## config.mk

```make
export PLATFORM = sky130hd
export DESIGN_NAME = dual_bank_intc
export DESIGN_NICKNAME = d
export VERILOG_FILES = /design/src/rtl/intc_pkg.sv /design/src/rtl/intc_src_map.sv /design/src/rtl/intc_bank.sv /design/src/rtl/dual_bank_intc.sv
export SDC_FILE = /design/constraint.sdc
export NUM_CORES = 1
export LEC_CHECK = 0
export BUFFER_PORTS_ARGS = -buffer_cell sky130_fd_sc_hd__buf_2
export CAP_MARGIN = 5
export CORE_MARGIN = 1.5
export CORE_UTILIZATION = 43
export CTS_BUF_LIST = sky130_fd_sc_hd__clkbuf_8
export CTS_CLUSTER_SIZE = 8
export DETAILED_ROUTE_END_ITERATION = 16
export GPL_TIMING_DRIVEN = 1
export PLACE_DENSITY = 0.68
export SLEW_MARGIN = 20
export SYNTH_ARGS = -nofsm -noshare
export SYNTH_HDL_FRONTEND = slang
export SYNTH_SLANG_ARGS = --single-unit
```

## constraint.sdc

```tcl
create_clock -name clk -period 2.5 [get_ports clk]
set_clock_uncertainty 0.05 [all_clocks]
set_input_delay 0 -clock clk [delete_from_list [all_inputs] [get_ports clk]]
set_output_delay 0 -clock clk [all_outputs]
set_load 0.005 [all_outputs]
```

## src/rtl/intc_pkg.sv

```systemverilog
package intc_pkg;
  localparam int DATA_W = 32;
  localparam int BANKS  = 2;

  typedef enum logic [1:0] {
    REG_STAT = 2'd0,
    REG_RAW  = 2'd1,
    REG_EN   = 2'd2,
    REG_CLR  = 2'd3
  } reg_sel_e;

  typedef struct packed {
    logic     hit;
    logic     fast;
    reg_sel_e sel;
  } bus_dec_t;
endpackage

```

## src/rtl/intc_src_map.sv

```systemverilog
module intc_src_map #(
  parameter int N_COMMON = 22,
  localparam int W = N_COMMON + 2
) (
  input  logic [N_COMMON-1:0] src_i,
  input  logic                pwm_trip_i,
  input  logic                pwm_sync_i,
  output logic [W-1:0]        raw_norm_o,
  output logic [W-1:0]        raw_fast_o
);
  logic [W-2:0] lines_norm;
  logic [W-2:0] lines_fast;

  always_comb begin
    lines_norm = {pwm_trip_i, src_i};
    lines_fast = {pwm_sync_i, src_i};
    raw_norm_o = {lines_norm, |lines_norm};
    raw_fast_o = {lines_fast, |lines_fast};
  end
endmodule

```

## src/rtl/intc_bank.sv

```systemverilog
module intc_bank #(
  parameter int W = 24
) (
  input  logic         clk,
  input  logic         rst_n,
  input  logic [W-1:0] raw_i,
  input  logic         set_we_i,
  input  logic         clr_we_i,
  input  logic [W-1:0] wdata_i,
  output logic [W-1:0] en_o,
  output logic [W-1:0] stat_o,
  output logic         req_o
);
  logic [W-1:0] en_q;
  logic [W-1:0] en_d;
  logic         en_ce;

  always_comb begin
    en_ce = set_we_i | clr_we_i;
    en_d  = en_q;
    if (set_we_i)      en_d = en_q | wdata_i;
    else if (clr_we_i) en_d = en_q & ~wdata_i;
  end

  always_ff @(posedge clk or negedge rst_n) begin
    if (!rst_n)     en_q <= '0;
    else if (en_ce) en_q <= en_d;
  end

  always_comb begin
    en_o   = en_q;
    stat_o = raw_i & en_q;
    req_o  = |stat_o;
  end

  assert_set_ones_R3: assert property (@(posedge clk) disable iff (!rst_n)
    (set_we_i && !clr_we_i) |=> (((en_q & $past(wdata_i)) == $past(wdata_i)) &&
                                 ((en_q & ~$past(wdata_i)) == ($past(en_q) & ~$past(wdata_i)))));

  assert_clear_ones_R4: assert property (@(posedge clk) disable iff (!rst_n)
    (clr_we_i && !set_we_i) |=> (((en_q & $past(wdata_i)) == '0) &&
                                 ((en_q & ~$past(wdata_i)) == ($past(en_q) & ~$past(wdata_i)))));

  assert_mask_hold_R3: assert property (@(posedge clk) disable iff (!rst_n)
    (!set_we_i && !clr_we_i) |=> $stable(en_q));

  assert_req_needs_line_R6: assert property (@(posedge clk) disable iff (!rst_n)
    req_o |-> (|raw_i));
endmodule

```

## src/rtl/dual_bank_intc.sv

```systemverilog
module dual_bank_intc
  import intc_pkg::*;
#(
  parameter int N_COMMON = 22,
  parameter int ADDR_W   = 12,
  parameter int BANK_BIT = 8,
  localparam int W       = N_COMMON + 2
) (
  input  logic                clk,
  input  logic                rst_n,
  input  logic [N_COMMON-1:0] src_i,
  input  logic                pwm_trip_i,
  input  logic                pwm_sync_i,
  input  logic                bus_wr_i,
  input  logic                bus_rd_i,
  input  logic [ADDR_W-1:0]   bus_addr_i,
  input  logic [DATA_W-1:0]   bus_wdata_i,
  output logic [DATA_W-1:0]   bus_rdata_o,
  output logic                norm_req_o,
  output logic                fast_req_o
);
  localparam logic [ADDR_W-1:0] ALLOW_MASK = ADDR_W'((1 << BANK_BIT) | 12);

  // reset: asynchronous assert, synchronous release
  logic [1:0] rst_sync_q;
  logic       rst_int_n;

  always_ff @(posedge clk or negedge rst_n) begin
    if (!rst_n) rst_sync_q <= 2'b00;
    else        rst_sync_q <= {rst_sync_q[0], 1'b1};
  end
  assign rst_int_n = rst_sync_q[1];

  // address decode
  bus_dec_t dec;
  always_comb begin
    dec.hit  = (bus_addr_i & ~ALLOW_MASK) == '0;
    dec.fast = bus_addr_i[BANK_BIT];
    dec.sel  = reg_sel_e'(bus_addr_i[3:2]);
  end

  // source routing
  logic [BANKS-1:0][W-1:0] raw;
  intc_src_map #(.N_COMMON(N_COMMON)) u_map (
    .src_i      (src_i),
    .pwm_trip_i (pwm_trip_i),
    .pwm_sync_i (pwm_sync_i),
    .raw_norm_o (raw[0]),
    .raw_fast_o (raw[1])
  );

  // banks
  logic [BANKS-1:0][W-1:0] en;
  logic [BANKS-1:0][W-1:0] stat;
  logic [BANKS-1:0]        req;
  logic [BANKS-1:0]        set_we;
  logic [BANKS-1:0]        clr_we;

  for (genvar b = 0; b < BANKS; b++) begin : g_bank
    always_comb begin
      set_we[b] = bus_wr_i && dec.hit && (dec.fast == b[0]) && (dec.sel == REG_EN);
      clr_we[b] = bus_wr_i && dec.hit && (dec.fast == b[0]) && (dec.sel == REG_CLR);
    end

    intc_bank #(.W(W)) u_bank (
      .clk      (clk),
      .rst_n    (rst_int_n),
      .raw_i    (raw[b]),
      .set_we_i (set_we[b]),
      .clr_we_i (clr_we[b]),
      .wdata_i  (bus_wdata_i[W-1:0]),
      .en_o     (en[b]),
      .stat_o   (stat[b]),
      .req_o    (req[b])
    );
  end

  assign norm_req_o = req[0];
  assign fast_req_o = req[1];

  // registered read port
  logic [DATA_W-1:0] rdata_d;
  logic [DATA_W-1:0] rdata_q;
  logic              rbank;

  always_comb begin
    rbank   = dec.fast;
    rdata_d = '0;
    if (dec.hit) begin
      unique case (dec.sel)
        REG_STAT: rdata_d = DATA_W'(stat[rbank]);
        REG_RAW:  rdata_d = DATA_W'(raw[rbank]);
        REG_EN:   rdata_d = DATA_W'(en[rbank]);
        default:  rdata_d = '0;
      endcase
    end
  end

  always_ff @(posedge clk or negedge rst_int_n) begin
    if (!rst_int_n)    rdata_q <= '0;
    else if (bus_rd_i) rdata_q <= rdata_d;
  end
  assign bus_rdata_o = rdata_q;

  assert_upper_zero_R8: assert property (@(posedge clk) disable iff (!rst_int_n)
    bus_rdata_o[DATA_W-1:W] == '0);

  assert_rdata_hold_R9: assert property (@(posedge clk) disable iff (!rst_int_n)
    !bus_rd_i |=> $stable(bus_rdata_o));

  assert_norm_isolated_R10: assert property (@(posedge clk) disable iff (!rst_int_n)
    (set_we[0] || clr_we[0]) |=> $stable(en[1]));

  assert_fast_isolated_R10: assert property (@(posedge clk) disable iff (!rst_int_n)
    (set_we[1] || clr_we[1]) |=> $stable(en[0]));
endmodule

```

=== After elaboration in Yosys (flattened, before gate mapping) ===
Cells that the tools add are included.

* $lt $le $gt $ge: 1
* Eq/ne operators: 3
* Multiplexer cells: 12
* Bitwise gates (word level): 10
* Reductions and logical operators: 17

{| class="wikitable"
|+ Operators with widths
! kind !! count
|-
| $mux 24 || 10
|-
| $and 24x24->24 || 4
|-
| $pmux 24 s3 || 1
|-
| $or 24x24->24 || 2
|-
| $reduce_or 24->1 || 2
|-
| $reduce_or 23->1 || 2
|-
| $mux 32 || 1
|-
| $not 24->24 || 1
|-
| $logic_not 12->1 || 1
|-
| $logic_and 1x1->1 || 7
|-
| $eq 2x2->1 const B || 2
|-
| $reduce_and 2->1 || 2
|-
| $reduce_bool 2->1 || 2
|-
| $eq 2x1->1 const B || 1
|-
| $logic_not 2->1 || 1
|-
| $lt 1x2->1 const B || 1
|-
| $or 1x1->1 || 2
|-
| $not 1->1 || 1
|}

* Flip-flop bits (word level): 82
* Bits of input ports: 72
* Output and inout bits: 34
* Word-level logic and storage cells: 47

=== Longest topological paths before layout ===
* Depth after elaboration: 6
* Gate-level depth with buffers: 7
* Depth with buffers taken out: 4

=== Hierarchy ===
From an unflattened synthesis, not the netlist that was laid out.

* Cell total of the unflattened synthesis: 515
* Area, all modules: 5083.6 µm²

{| class="wikitable"
|+ Modules (own cells, without submodules)
! module !! instances !! cells an instance !! area each (µm²) !! seq. area each (µm²)
|-
| dual_bank_intc || 1 || 240 || 2394.8 || 650.6
|-
| intc_bank || 2 || 109 || 1136.1 || 600.6
|-
| intc_src_map || 1 || 57 || 416.6 || 0.0
|}

=== Worst setup path before layout ===
No wires, ideal clock.

* Path type: input port to flip-flop
* Start: input bus_addr_i[11]
* End: register (tool-made name)
* Setup time: 0.080 ns
* Data arrival time: 1.271 ns
* Data required time: 2.370 ns
* Slack: 1.100 ns
* Stages on the path: 5
* Buffers on the path: 1
* Cell sequence: nor3_1 > buf_2 > nand4_1 > nor3_1 > mux2i_1

{| class="wikitable"
|+ RTL lines
! item !! RTL line !! RTL
|-
| start, declared || dual_bank_intc.sv:16 || <nowiki>input logic [ADDR_W-1:0] bus_addr_i,</nowiki>
|}

=== Worst setup path in the final report ===
* Start: input src_i[19]
* End: output norm_req_o

* Cells in the longest elaborated chain, start to end: 3

{| class="wikitable"
|+ Ends and longest elaborated chain
! item !! RTL line !! RTL
|-
| start, declared || dual_bank_intc.sv:11 || <nowiki>input logic [N_COMMON-1:0] src_i,</nowiki>
|-
| $reduce_or 23->1 || intc_src_map.sv:17 || <nowiki>raw_norm_o = {lines_norm, |lines_norm};</nowiki>
|-
| $and 24x24->24 (*) || intc_bank.sv:32 || <nowiki>stat_o = raw_i & en_q;</nowiki>
|-
| $reduce_or 24->1 (*) || intc_bank.sv:33 || <nowiki>req_o = |stat_o;</nowiki>
|-
| end, declared || dual_bank_intc.sv:19 || <nowiki>output logic norm_req_o,</nowiki>
|}

Every way passes the cells marked *; elsewhere a longest branch is shown, timed or not.

==> results by stage <==
Outcome:
- The run finished with clean final reports.

Layout:
- The layout filler cell count is 818.
- The number of nets in the finished design is 629.
- The final instance area is 0.005308 mm^2.
- The fraction of final layout cells with drive strength greater than 1 is 24.56%.
- The final antenna diode count is 0.
- Leaving out fill and tap cells, the most frequent cell in the layout is sky130_fd_sc_hd__buf_2.
- The final core utilization is 57.44%.
- The area added between synthesis and finish is 30.08%.
- The count of cells in the finished layout, fillers not included, comes to 691.
- Leaving out fill and tap cells, the most frequent cells in the layout are 89 x sky130_fd_sc_hd__buf_2, 73 x sky130_fd_sc_hd__dfrtp_1, 58 x sky130_fd_sc_hd__o31ai_1.

Yosys:
- The fraction of registers with async set/reset is 100.0%.
- The area of the mapped netlist is 0.004080 mm^2.
- The synthesized design spends more area on one cell type than any other, namely sky130_fd_sc_hd__dfrtp_1.
- The mean cell area of the mapped netlist is 9.315 um^2.
- The count of synthesis-stage warnings from yosys is 0.
- Synthesis instantiated 30 different standard cells from the library.
- For this run, the leading register cell type out of synthesis is sky130_fd_sc_hd__dfrtp_1.
- The number of enable-type register cells in the synthesized netlist is 0.
- The synthesized design devotes to its leading area cell type 45.38% of total area.
- The flop and latch count out of synthesis is 74.
- The cell count after synthesis is 438.
- The sequential-to-total area share from yosys stat is 45.38%.
- Sorting the synthesized cells by area gives the leading types as sky130_fd_sc_hd__dfrtp_1 45%, sky130_fd_sc_hd__o31ai_1 11%, sky130_fd_sc_hd__o22ai_1 7.1%, sky130_fd_sc_hd__nand4_1 5.4%, sky130_fd_sc_hd__mux2_2 4.4%.

Routing:
- The overall routed net length is 12,850 um.
- The first detailed-routing pass took 5 iterations.
- The detail route stage leaves a number of antenna-violating nets equal to 0.
- The iteration-0 DRC count of the detailed router is 368.
- The routed wirelength normalized by instance count is 18.59 um.
- The via density per instance is 6.090.
- The DRC violation count after routing is 0.
- The overall via count from detail_route is 4,208.

Clocking:
- After clock tree synthesis, the flow added hold-fix buffers numbering 48.
- No sink is reached through more buffers than the 2 on the longest clock path.
- TritonCTS built the clock tree.
- The number of post-CTS setup repair buffers is 0.
- The number of sinks on the clock net is 74.
- The number of gates resized after CTS was 0.
- In this run, CTS created clock tree buffers numbering 9.
- The clock slew seen by the registers of the worst setup and hold paths is 80 ps.
- The worst-skew pair later-pin latency is 360 ps.
- The H-tree depth is 3.
- In this run the clock root is driven by a sky130_fd_sc_hd__clkbuf_8.

Power and ir drop:
- Across the VDD grid, the largest voltage drop is 0.0002774 V.
- The leakage power is 2.289 nW.
- The power after layout is 2.640 mW.
- For this design the ratio of total power to cell area is 497.4 mW/mm^2.

Timing:
- The post-layout worst setup margin is 351.5 ps.
- Setup repair after global routing left no endpoint under its margin.
- The minimum period implied by the final worst setup slack is 2148 ps.
- The total count of max-transition violations in the final report is 0.
- Hold is met by 30.80 ps.
- After routing, the total negative slack on setup checks comes to 0 ps.
- In the finished design, the share of the clock period the worst path needs comes to 85.94%.
- For this run, the top clock speed supported by timing is 465.4 MHz.
- The number of hold violations in the final report is 0.
- The transition time at the pin with the least slew margin is 754.4 ps.
- Setup violations remaining at the end of the flow were counted as 0.
- The normalized max-slew margin is 49.59%.

Critical path:
- The type of the setup path with the least slack is in -> out.
- The arrival time of the worst setup path is 2100 ps.
- The largest fanout of any net on the critical path is 4.
- For the worst setup path, the data required time is 2450 ps.
- The worst setup path is launched from an input port.
- The most critical setup path has its startpoint at src_i[19].
- The critical path capture point type is an output port.

Global route:
- The total overflow left after global routing is 0.
- Global routing consumed, over all layers together, 26.50% of the routing resources.
- Entering global routing, the biggest net connects 74 pins.
- The first-pass GRT wire length is 20,710 um.
- The number of antenna violations at the first check in global routing is 0.
- The number of global-route vias before repair came to 3,899.

Die:
- The die covers 0.01008 mm^2.
- The die is 100.4 um tall.
- After floorplanning, the core was sized to cover 0.009240 mm^2.
- From left edge to right edge, the die measures 100.4 um.
- The initial standard-cell utilization of the core is 44.16%.
- The initialized floorplan defines 35 standard-cell rows.
- The number of I/O pins is 106.

Worst hold path:
- The class of the worst hold path is in -> reg.
- The worst hold path startpoint is src_i[18].

Place:
- OpenSTA, run right after detailed placement, puts the worst setup slack at 744.3 ps.
- Detailed placement finished with a half-perimeter wire length of 8673 um.
- Buffers placed on the I/O ports in this run total 89.
- The cell count after placement is 627.
- The cell area reported after detailed placement is 0.004593 mm^2.
- The final weighted congestion in routability-driven placement is 0.8660.

Run:
- The number of maximum-capacitance constraint violations is 0.
-- path summary, 6_finish.rpt --
kind | endpoint | slack (ps) | cells after the start
min in group asynchronous | async pin | 210 | 0
min reg2reg | async pin | 210 | 0
max in group asynchronous | bus_rdata_o[3] | 1540 | 1
max | norm_req_o | 350 | 7
min | bus_rdata_o[19] | 30 | 3
max reg2reg | bus_rdata_o[19] | 1280 | 3
-- logic make-up (layout without fill, tap and decap cells) --
| family | Yosys count | count (layout) | synth area share [%] |
|---|---|---|---|
| compound gates | 162 | 162 | 26.68 |
| simple gates | 95 | 95 | 12.63 |
| buf+inv | 81 | 198 | 8.740 |
| flops | 74 | 74 | 45.38 |
| mux | 24 | 24 | 6.378 |
| other cells | 2 | 9 | 0.1841 |
-- Yosys cell counts (all sizes together), types with 3 or more instances --
library cell / count
nand4: 36
mux2i: 8
inv: 32
o21ai: 33
dfrtp: 74
a22oi: 16
buf: 21
nor2: 4
clkbuf: 28
nor3: 9
nor4: 7
o31ai: 58
nand2: 35
o22ai: 46
mux2: 16
and2: 3
-- critical path, stage by stage --
cell                            delay [ps]
sky130_fd_sc_hd__dlygate4sd3_1         550
sky130_fd_sc_hd__buf_2                 160
sky130_fd_sc_hd__nor4_1                580
sky130_fd_sc_hd__nand4_1               240
sky130_fd_sc_hd__o31ai_1               300
sky130_fd_sc_hd__nand4_1               110
sky130_fd_sc_hd__buf_2                 160
-- metal layers --
layer	routed length, um	global-route usage (%)
met1	5484	37.37
met5	0	0
met3	1037	4.666
met2	5945	41.29
met4	380	9.101
-- where the power goes --
group | switching (mW) | leakage (nW) | total, mW | internal, mW
registers | 0.0114 | 0.987 | 1.21 | 1.20
clock network | 0.478 | 0.120 | 1.10 | 0.622
logic | 0.192 | 1.18 | 0.327 | 0.135
-- layout make-up --
type                            instances  area (um^2)  area share [%]
Multi-Input combinational cell        290         1903           35.86
Clock buffer                           11        151.4           2.852
Sequential cell                        74         1853           34.91
Tap cell                              129        161.4           3.041
Clock inverter                          5        82.58           1.556
Timing Repair Buffer                  150         1036           19.52
Inverter                               32        120.1           2.263
Note: power is estimated with default switching activity, not from simulation.
